`src/rtl/scl_div_pkg.sv`:
```
package scl_div_pkg;

  typedef enum logic [1:0] {
    PH_IDLE = 2'd0,
    PH_LOW  = 2'd1,
    PH_HIGH = 2'd2
  } phase_e;

  // Commands from the phase control to the tick datapath
  typedef struct packed {
    logic clearAll;     // zero the tick counter and the captured counts
    logic loadDiv;      // capture the divider word, restart the tick counter
    logic restartTick;  // restart the tick counter for a new quarter
  } div_cmd_t;

endpackage

```
`src/rtl/scl_div_datapath.sv`:
```
module scl_div_datapath
  import scl_div_pkg::*;
#(
  parameter int DIV_W = 16
) (
  input  logic               clk,
  input  logic               rst_n,
  input  div_cmd_t           cmd,
  input  logic [2*DIV_W-1:0] divReg,
  input  logic               selHigh,
  output logic               quarterDone
);

  localparam int TICK_W = DIV_W + 1;

  logic [DIV_W-1:0]  lowLat;
  logic [DIV_W-1:0]  highLat;
  logic [TICK_W-1:0] tickCnt;
  logic [DIV_W-1:0]  lowField;
  logic [DIV_W-1:0]  highField;
  logic [TICK_W-1:0] quarterLast;

  // Field split of the divider word
  assign lowField  = divReg[DIV_W-1:0];
  assign highField = divReg[2*DIV_W-1:DIV_W];

  // A quarter lasts 2*(n+1) clocks, so its last tick is 2n+1
  assign quarterLast = {(selHigh ? highLat : lowLat), 1'b1};
  assign quarterDone = (tickCnt == quarterLast);

  always_ff @(posedge clk or negedge rst_n) begin
    if (!rst_n) begin
      lowLat  <= '0;
      highLat <= '0;
      tickCnt <= '0;
    end else if (cmd.clearAll) begin
      lowLat  <= '0;
      highLat <= '0;
      tickCnt <= '0;
    end else if (cmd.loadDiv) begin
      lowLat  <= lowField;
      highLat <= highField;
      tickCnt <= '0;
    end else if (cmd.restartTick) begin
      tickCnt <= '0;
    end else begin
      tickCnt <= tickCnt + 1'b1;
    end
  end

  AST_TICK_BOUND: assert property (@(posedge clk) disable iff (!rst_n)
    tickCnt <= quarterLast);

  AST_DIV_HOLD: assert property (@(posedge clk) disable iff (!rst_n)
    (!cmd.loadDiv && !cmd.clearAll) |=> ($stable(lowLat) && $stable(highLat)));

endmodule

```
`src/rtl/scl_div_control.sv`:
```
module scl_div_control
  import scl_div_pkg::*;
#(
  parameter int QUARTERS = 4
) (
  input  logic                        clk,
  input  logic                        rst_n,
  input  logic                        enable,
  input  logic                        runReq,
  input  logic                        quarterDone,
  output phase_e                      phase,
  output logic [$clog2(QUARTERS)-1:0] qIdx,
  output logic                        qStrobe,
  output div_cmd_t                    cmd,
  output logic                        selHigh
);

  localparam int IDX_W = $clog2(QUARTERS);
  localparam logic [IDX_W-1:0] LAST_Q = IDX_W'(QUARTERS - 1);

  phase_e           nPhase;
  logic [IDX_W-1:0] nIdx;
  logic             nStrobe;

  assign selHigh = (phase == PH_HIGH);

  always_comb begin
    nPhase  = phase;
    nIdx    = qIdx;
    nStrobe = 1'b0;
    cmd     = '0;
    if (!enable) begin
      nPhase       = PH_IDLE;
      nIdx         = '0;
      cmd.clearAll = 1'b1;
    end else begin
      case (phase)
        PH_IDLE: begin
          if (runReq) begin
            nPhase      = PH_LOW;
            nIdx        = '0;
            nStrobe     = 1'b1;
            cmd.loadDiv = 1'b1;
          end else begin
            cmd.clearAll = 1'b1;
          end
        end
        PH_LOW, PH_HIGH: begin
          if (quarterDone) begin
            if (qIdx != LAST_Q) begin
              nIdx            = qIdx + 1'b1;
              nStrobe         = 1'b1;
              cmd.restartTick = 1'b1;
            end else if (phase == PH_LOW) begin
              nPhase          = PH_HIGH;
              nIdx            = '0;
              nStrobe         = 1'b1;
              cmd.restartTick = 1'b1;
            end else if (runReq) begin
              nPhase      = PH_LOW;
              nIdx        = '0;
              nStrobe     = 1'b1;
              cmd.loadDiv = 1'b1;
            end else begin
              nPhase       = PH_IDLE;
              nIdx         = '0;
              cmd.clearAll = 1'b1;
            end
          end
        end
        default: begin
          nPhase       = PH_IDLE;
          nIdx         = '0;
          cmd.clearAll = 1'b1;
        end
      endcase
    end
  end

  always_ff @(posedge clk or negedge rst_n) begin
    if (!rst_n) begin
      phase   <= PH_IDLE;
      qIdx    <= '0;
      qStrobe <= 1'b0;
    end else begin
      phase   <= nPhase;
      qIdx    <= nIdx;
      qStrobe <= nStrobe;
    end
  end

  AST_DISABLE_IDLE: assert property (@(posedge clk) disable iff (!rst_n)
    !enable |=> (phase == PH_IDLE && !qStrobe));

  AST_LOW_TO_HIGH: assert property (@(posedge clk) disable iff (!rst_n)
    (enable && phase == PH_LOW && qIdx == LAST_Q && quarterDone)
      |=> (phase == PH_HIGH && qIdx == '0 && qStrobe));

  AST_QUARTER_HOLD: assert property (@(posedge clk) disable iff (!rst_n)
    (enable && phase != PH_IDLE && !quarterDone) |=> ($stable(qIdx) && !qStrobe));

  AST_STOP_ON_DROP: assert property (@(posedge clk) disable iff (!rst_n)
    (enable && !runReq && phase == PH_HIGH && qIdx == LAST_Q && quarterDone)
      |=> (phase == PH_IDLE));

  AST_BACK_TO_BACK: assert property (@(posedge clk) disable iff (!rst_n)
    (enable && runReq && phase == PH_HIGH && qIdx == LAST_Q && quarterDone)
      |=> (phase == PH_LOW && qStrobe));

endmodule

```
`src/rtl/scl_phase_divider.sv`:
```
module scl_phase_divider
  import scl_div_pkg::*;
#(
  parameter int DIV_W    = 16,
  parameter int QUARTERS = 4
) (
  input  logic                        clk,
  input  logic                        rst_n,
  input  logic                        enable,
  input  logic                        runReq,
  input  logic [2*DIV_W-1:0]          divReg,
  output logic                        sclOut,
  output logic                        lowPhase,
  output logic                        highPhase,
  output logic                        quarterStrobe,
  output logic [$clog2(QUARTERS)-1:0] quarterIdx
);

  phase_e   phase;
  div_cmd_t cmd;
  logic     quarterDone;
  logic     selHigh;

  scl_div_control #(.QUARTERS(QUARTERS)) ctrl_i (
    .clk         (clk),
    .rst_n       (rst_n),
    .enable      (enable),
    .runReq      (runReq),
    .quarterDone (quarterDone),
    .phase       (phase),
    .qIdx        (quarterIdx),
    .qStrobe     (quarterStrobe),
    .cmd         (cmd),
    .selHigh     (selHigh)
  );

  scl_div_datapath #(.DIV_W(DIV_W)) dp_i (
    .clk         (clk),
    .rst_n       (rst_n),
    .cmd         (cmd),
    .divReg      (divReg),
    .selHigh     (selHigh),
    .quarterDone (quarterDone)
  );

  assign lowPhase  = (phase == PH_LOW);
  assign highPhase = (phase == PH_HIGH);
  assign sclOut    = (phase != PH_LOW);

  AST_SCL_IDLE_HIGH: assert property (@(posedge clk) disable iff (!rst_n)
    !enable |=> (sclOut && !quarterStrobe && !highPhase));

endmodule

```
`config.mk`:
```
export PLATFORM = sky130hd
export DESIGN_NAME = scl_phase_divider
export DESIGN_NICKNAME = d
export VERILOG_FILES = /design/src/rtl/scl_div_pkg.sv /design/src/rtl/scl_div_datapath.sv /design/src/rtl/scl_div_control.sv /design/src/rtl/scl_phase_divider.sv
export SDC_FILE = /design/constraint.sdc
export NUM_CORES = 1
export LEC_CHECK = 0
export ABC_CLOCK_PERIOD_IN_PS = 4700
export BUFFER_PORTS_ARGS = -buffer_cell sky130_fd_sc_hd__buf_2
export CORE_UTILIZATION = 45
export CTS_BUF_LIST = sky130_fd_sc_hd__clkbuf_8
export DETAILED_ROUTE_END_ITERATION = 8
export PLACE_DENSITY = 0.66
export SLEW_MARGIN = 5
export SYNTH_ARGS = -nofsm -noshare
export SYNTH_HDL_FRONTEND = slang
export SYNTH_SLANG_ARGS = --single-unit
```
`constraint.sdc`:
```
create_clock -name clk -period 4.7 [get_ports clk]
set_input_delay 0.94 -clock clk [delete_from_list [all_inputs] [get_ports clk]]
set_output_delay 0.94 -clock clk [all_outputs]
set_load 0.01 [all_outputs]
```
Word-level counts from Yosys, hierarchy flattened. Index checks and enable logic that the tools add are counted.

Output and inout port bits: 6. Bits in registers: 54.

Equality and inequality tests: 8. Reduce and logical (&&, ||, !) cells: 5. Mux-type cells: 37. $add $sub $neg: 2.

Operator list (count): $mux 16 (5); $mux 17 (3); $mux 2 (12); $add 17x1->17 const B (1); $eq 17x17->1 (1); $mux 1 (11); $pmux 2 s2 (2); $ne 3x3->1 const B (2); $pmux 1 s2 (3); $mux 3 (1); $ne 3x2->1 const B (1); $reduce_and 3->1 (1); $add 2x1->2 const B (1); $eq 2x1->1 const B (1); $eq 2x2->1 const B (1); $logic_not 2->1 (1); $ne 2x1->1 const B (1); $ne 2x2->1 const B (1); $reduce_and 2->1 (1); $reduce_bool 2->1 (1); $reduce_or 2->1 (1).

Longest topological paths before layout.
Depth in word-level cells: 9. Gate-level depth with buffers: 12. Gate-level depth less buffers: 8.

By module. A second synthesis with hierarchy kept.

Cells, all modules: 262. Area total of the unflattened synthesis: 2826.5 µm².

Modules (own cells, without submodules): scl_div_datapath (sequential area each 1226.2 µm², area an instance 2401.1 µm², cells an instance 218, instances 1); scl_div_control (sequential area each 125.1 µm², area an instance 401.6 µm², cells an instance 41, instances 1); scl_phase_divider (sequential area each 0.0 µm², area an instance 23.8 µm², cells an instance 3, instances 1).

Least setup slack after synthesis. OpenSTA, ideal clock, no wires.

Path kind: register to register. Start: reg ctrl_i.phase[0]. End: reg dp_i.highLat[0]. Period minus slack after synthesis: 2485 ps. Setup slack: 2215 ps. Setup time: 123 ps. Stages on the path, launching flop included: 12. Required time: 4577 ps. Data arrival time: 2362 ps. Path through: dfrtp_1 -> inv_1 -> ha_1 -> buf_6 -> buf_12 -> mux2i_1 -> a222oi_1 -> nand3_2 -> o31a_1 -> buf_6 -> buf_12 -> mux2i_1.

Cells in the longest elaborated chain, start to end: 7. Elaborated cells on any way between the ends: 15.

Ends and longest elaborated chain: start, declared (line scl_div_control.sv:11) `output phase_e phase,`; start signal, assigned (line scl_div_control.sv:86) `phase <= nPhase;`; $eq 2x2->1 *; via highPhase (line scl_phase_divider.sv:14) `output logic highPhase,`; $mux 16 (line scl_div_datapath.sv:28) `assign quarterLast = {(selHigh ? highLat : lowLat), 1'b1};`; $eq 17x17->1 (line scl_div_datapath.sv:29) `assign quarterDone = (tickCnt == quarterLast);`; $mux 3 (line scl_div_control.sv:49) `if (quarterDone) begin`; $pmux 1 s2 (line scl_div_control.sv:37) `case (phase)`; $mux 1 / $mux 2 (equally long branches) (line scl_div_control.sv:32) `if (!enable) begin`; $mux 16 / $reduce_bool 2->1 (equally long branches); end signal, assigned (line scl_div_datapath.sv:42) `highLat <= highField;`; end, declared (line scl_div_datapath.sv:17) `logic [DIV_W-1:0] highLat;`.

The timed path passes the listed nets; every way through them passes the cells marked *. A chain may end at the register's enable or synchronous reset.

Worst setup path in the final report.
Start: reg ctrl_i.phase[0]. End: reg dp_i.lowLat[5].

Cells in the longest elaborated chain, start to end: 7. Elaborated cells on any way between the ends: 15.

Ends and longest elaborated chain: $eq 2x2->1 / $eq 2x1->1 (equally long branches) (line scl_div_control.sv:25, scl_div_control.sv:37, scl_div_control.sv:54); $mux 16 / $mux 2 (equally long branches) (line scl_div_datapath.sv:28, scl_div_control.sv:54); $eq 17x17->1 / $mux 2 (equally long branches) (line scl_div_datapath.sv:29, scl_div_control.sv:50); $mux 3 (line scl_div_control.sv:49); $pmux 1 s2 (line scl_div_control.sv:37); $mux 1 / $mux 2 (equally long branches) (line scl_div_control.sv:32); $mux 16 / $reduce_bool 2->1 (equally long branches); end signal, assigned (line scl_div_datapath.sv:41) `lowLat <= lowField;`; end, declared (line scl_div_datapath.sv:16) `logic [DIV_W-1:0] lowLat;`.

Parallel ways exist; a longest one is shown, timed or not.

==> summary.txt <==
Clocking
  – Clock edge transition at the registers on the reported setup and hold paths: 0.10 ns
  – Source-to-sink clock delay at the later pin of the worst-skew pair: 0.31 ns
  – Sink count of the clock tree: 54
  – TritonCTS buffer count: 5
  – Post-cts sizing count: 0
  – H-tree levels: 2
  – Maximum buffer depth of the clock tree: 2
  – Clock tree from TritonCTS: yes
  – Number of post-CTS setup repair buffers: 0
  – Buffer type at the clock tree root: clkbuf_8
  – Number of hold-repair buffers added at the cts stage: 0

Timing
  – Post-route clock period utilization: 73.45%
  – Number of pins exceeding their max-slew limit in the final report: 0
  – Final-layout setup total negative slack: 0 ns
  – Max Clock Skew: 0.01159 ns
  – Setup repair after global routing missed its margin: no
  – Rel. slew slack: 30.74%
  – Period minus WS final: 3.452 ns
  – Final-report setup violation count: 0
  – Upper clock frequency limit: 0.2897 GHz
  – Transition at the pin with the smallest max-transition slack: 1.039 ns
  – Hold violation count in the final report: 0

Power
  – Leakage power: 1.428 nW
  – Sw power: 455.1 µW
  – Pwr Density: 384.7 nW/µm²
  – Maximum vdd drop: 0.1748 mV
  – Internal: 832.9 µW
  – Logic pwr share: 35.8%
  – Proportion of power drawn by flip-flops and latches: 42.6%
  – Part of the total power dissipated in the clock network: 21.6%
  – Sw frac: 35.33%

Finish
  – Final Net Count: 386
  – Antenna cell count: 0
  – Proportion of layout cells with a drive suffix above 1: 16.81%
  – Area delta synth->final: 8.869%
  – Most used cells in the layout excluding fill and tap cells: dfrtp_1 (54), mux2i_1 (50), nand2_1 (43), buf_2 (41), nand3_1 (40)
  – Post-Route Utilization: 51.84%
  – Most common cell after layout, fill and taps aside: dfrtp_1
  – Fill count: 634

Floorplan
  – Die outline width: 84.67 µm
  – Vert. Die Dim: 84.67 µm
  – Std-Cell Core Area: 6459 µm²
  – Total I/O pin count: 42
  – Row cnt: 29
  – Total die area: 7169 µm²
  – Initial cell density of the core: 47.62%

Placed design
  – Weighted congestion at the end of routability-driven global placement: 0.7664
  – DP HPWL: 4.481 mm
  – Port bufs: 41

Detailed routing
  – Number of violations reported at the end of detailed-routing iteration 0: 98
  – First-pass iteration count of the detailed router: 4
  – Vias per inst: 5.325
  – Count of nets left with antenna violations after detail routing: 0
  – Via Count: 2247
  – DRC viols: 0
  – Total wire length: 6.153 mm
  – Average wire per cell in the routed design: 14.58 µm

Critical path
  – Worst-path fanout max: 32
  – Sequence of cells on the critical path: inv_1, ha_1, mux2i_1, xnor2_1, nor2_1, nand4_1, o31a_2, mux2i_1
  – Minimum setup slack among reg-to-reg paths: 1.25 ns
  – Crit path DAT: 3.68 ns
  – Slowest-stage cell, CP: o31a_2
  – Crit path launch type: register
  – Most prevalent standard cell on the critical path: mux2i_1
  – Critical path capture point: dp_i.lowLat[5]
  – Launch instance of the worst register-to-register path: ctrl_i.phase[0]
  – Kind of cell with the highest combined delay on the critical path: compound AO/OA/AOI/OAI gates
  – CP max stage delay: 0.88 ns
  – Startpoint-to-endpoint class of the critical path: register to register
  – Crit. Startpoint: ctrl_i.phase[0]
  – Required time reported for the critical path endpoint: 4.93 ns
  – Reg2Reg Depth: 8
  – Logic depth of the worst setup path including buffers: 8
  – Buffers and inverters on the worst path: 1
  – Terminus of the critical flop-to-flop path: dp_i.lowLat[5]
  – Worst Setup End Kind: register

GRT
  – Remaining Overflow, GRT: 0
  – Overall global routing resource usage: 19.01%
  – Number of global-route vias before repair: 2291
  – Pin count of the biggest net entering global routing: 55
  – Antenna violations before repair: 0
  – Wire length of the first global-routing pass: 10.85 mm

Logic synthesis
  – Ranking of synthesized cells by area: dfrtp_1 (44%), mux2i_1 (16%), nand3_1 (6.5%)
  – Proportion of synthesized chip area in sequential cells: 43.94%
  – Syn Std Cell Area: 3075 µm²
  – Leading area contributor after synthesis: dfrtp_1
  – Commonest register cell after synthesis: dfrtp_1
  – Number of warnings issued by yosys: 0
  – FF+latch count, synth: 54
  – Mapped Avg Cell Area: 9.794 µm²
  – Asr flop ratio synth: 100.0%
  – Top cell type's share of synthesized area: 43.94%
  – Number of enable-type register cells in the synthesized netlist: 0
  – Syn nets: 356
  – Number of instances in the synthesized netlist: 314
  – Number of distinct library cells after synthesis: 35

Run status
  – Run status: finished, final reports clean

Run
  – Max_cap viols: 0

Hold path
  – Hold crit path type: register to register
[power groups by stage]
stage	clock network (mW)	logic (mW)	registers, mW
3_3_place_gp	0	0.458	0.558
3_5_place_dp	0	0.464	0.559
2_1_floorplan	0	0.434	0.548
4_1_cts	0.285	0.465	0.549
5_1_grt	0.308	0.507	0.556
6_report	0.278	0.461	0.549
[cells by family (layout without fill, tap and decap cells)]
| family | after synthesis | in the layout | share of synthesized area (%) |
|---|---|---|---|
| DFF | 54 | 54 | 43.94 |
| AOI/OAI and AO/OA | 13 | 13 | 2.970 |
| adders and majority gates | 6 | 6 | 2.441 |
| buffers and inverters | 29 | 60 | 6.184 |
| and+or+nand+nor | 134 | 134 | 20.22 |
| muxes | 50 | 50 | 16.27 |
| xor gates and xnor gates | 28 | 28 | 7.974 |
[stage by stage]
stage | total power [mW] | std cells | hold WS, ns | cell area, µm² | setup WS (ns)
floorplan | 0.9823 | 314 | 0.4397 | 3075 | 2.215
global placement | 1.015 | 414 | 0.4888 | 3248 | 1.339
detailed placement | 1.023 | 414 | 0.4899 | 3248 | 1.275
CTS | 1.299 | 422 | 0.5029 | 3348 | 1.233
global route | 1.371 | 422 | 0.5193 | 3348 | 0.9927
finish | 1.288 | 422 | 0.5026 | 3348 | 1.248
[cell usage after synthesis (2+ instances only)]
master and instances:
and3_1 2, buf_12 4, buf_6 2, clkbuf_1 14
dfrtp_1 54, ha_1 6, inv_1 8, mux2i_1 50
nand2_1 43, nand2b_1 2, nand3_1 40, nand4_1 7
nor2_1 28, nor3_1 3, o2111ai_1 2, o211ai_1 2
o21ai_0 3, xnor2_1 21, xor2_1 7
[flip-flops by register name (all words and copies together), names as in the netlist]
register	flops
dp_i.highLat	16
ctrl_i.phase	2
dp_i.lowLat	16
ctrl_i.qIdx	2
ctrl_i.qStrobe	1
dp_i.tickCnt	17
[layer usage]
layer | up-vias | part of all wire [%] | global-route usage [%]
li1 | 1130 | - | -
met1 | 1067 | 49 | 26.53
met2 | 46 | 46 | 30.89
met3 | 4 | 3.5 | 3.638
met4 | 0 | 0.73 | 4.160
met5 | - | 0 | 0
[cell type report]
class | instances | area, µm² | area share [%]
Clock buffer | 6 | 82.58 | 2.466
Clock inverter | 2 | 17.52 | 0.5232
Inverter | 8 | 30.03 | 0.8969
Multi-Input combinational cell | 231 | 1543 | 46.08
Sequential cell | 54 | 1351 | 40.36
Tap cell | 77 | 96.34 | 2.877
Timing Repair Buffer | 44 | 227.7 | 6.801
[worst reg2reg max path: cells and delay by family, from the launching register on]
family          cells  cell delay (ns)
mux                 2             0.72
compound gates      1             0.88
fa+ha+maj           1             0.80
simple gates        2             0.28
flops               1             0.43
xor+xnor            1             0.16
buf+inv             1             0.10
[worst min path at each step]
| stage | startpoint | endpoint | slack [ns] | cells past startpoint |
|---|---|---|---|---|
| final | dp_i.tickCnt[0] | dp_i.tickCnt[0] | 0.50 | 1 |
| after global routing | dp_i.tickCnt[0] | dp_i.tickCnt[0] | 0.52 | 1 |
| after CTS | dp_i.tickCnt[0] | dp_i.tickCnt[0] | 0.50 | 1 |
| after detailed placement | dp_i.tickCnt[0] | dp_i.tickCnt[0] | 0.49 | 1 |
| after global placement | dp_i.tickCnt[0] | dp_i.tickCnt[0] | 0.49 | 1 |
| after floorplan | dp_i.tickCnt[0] | dp_i.tickCnt[0] | 0.44 | 1 |
Power figures use the tool's default switching activity.
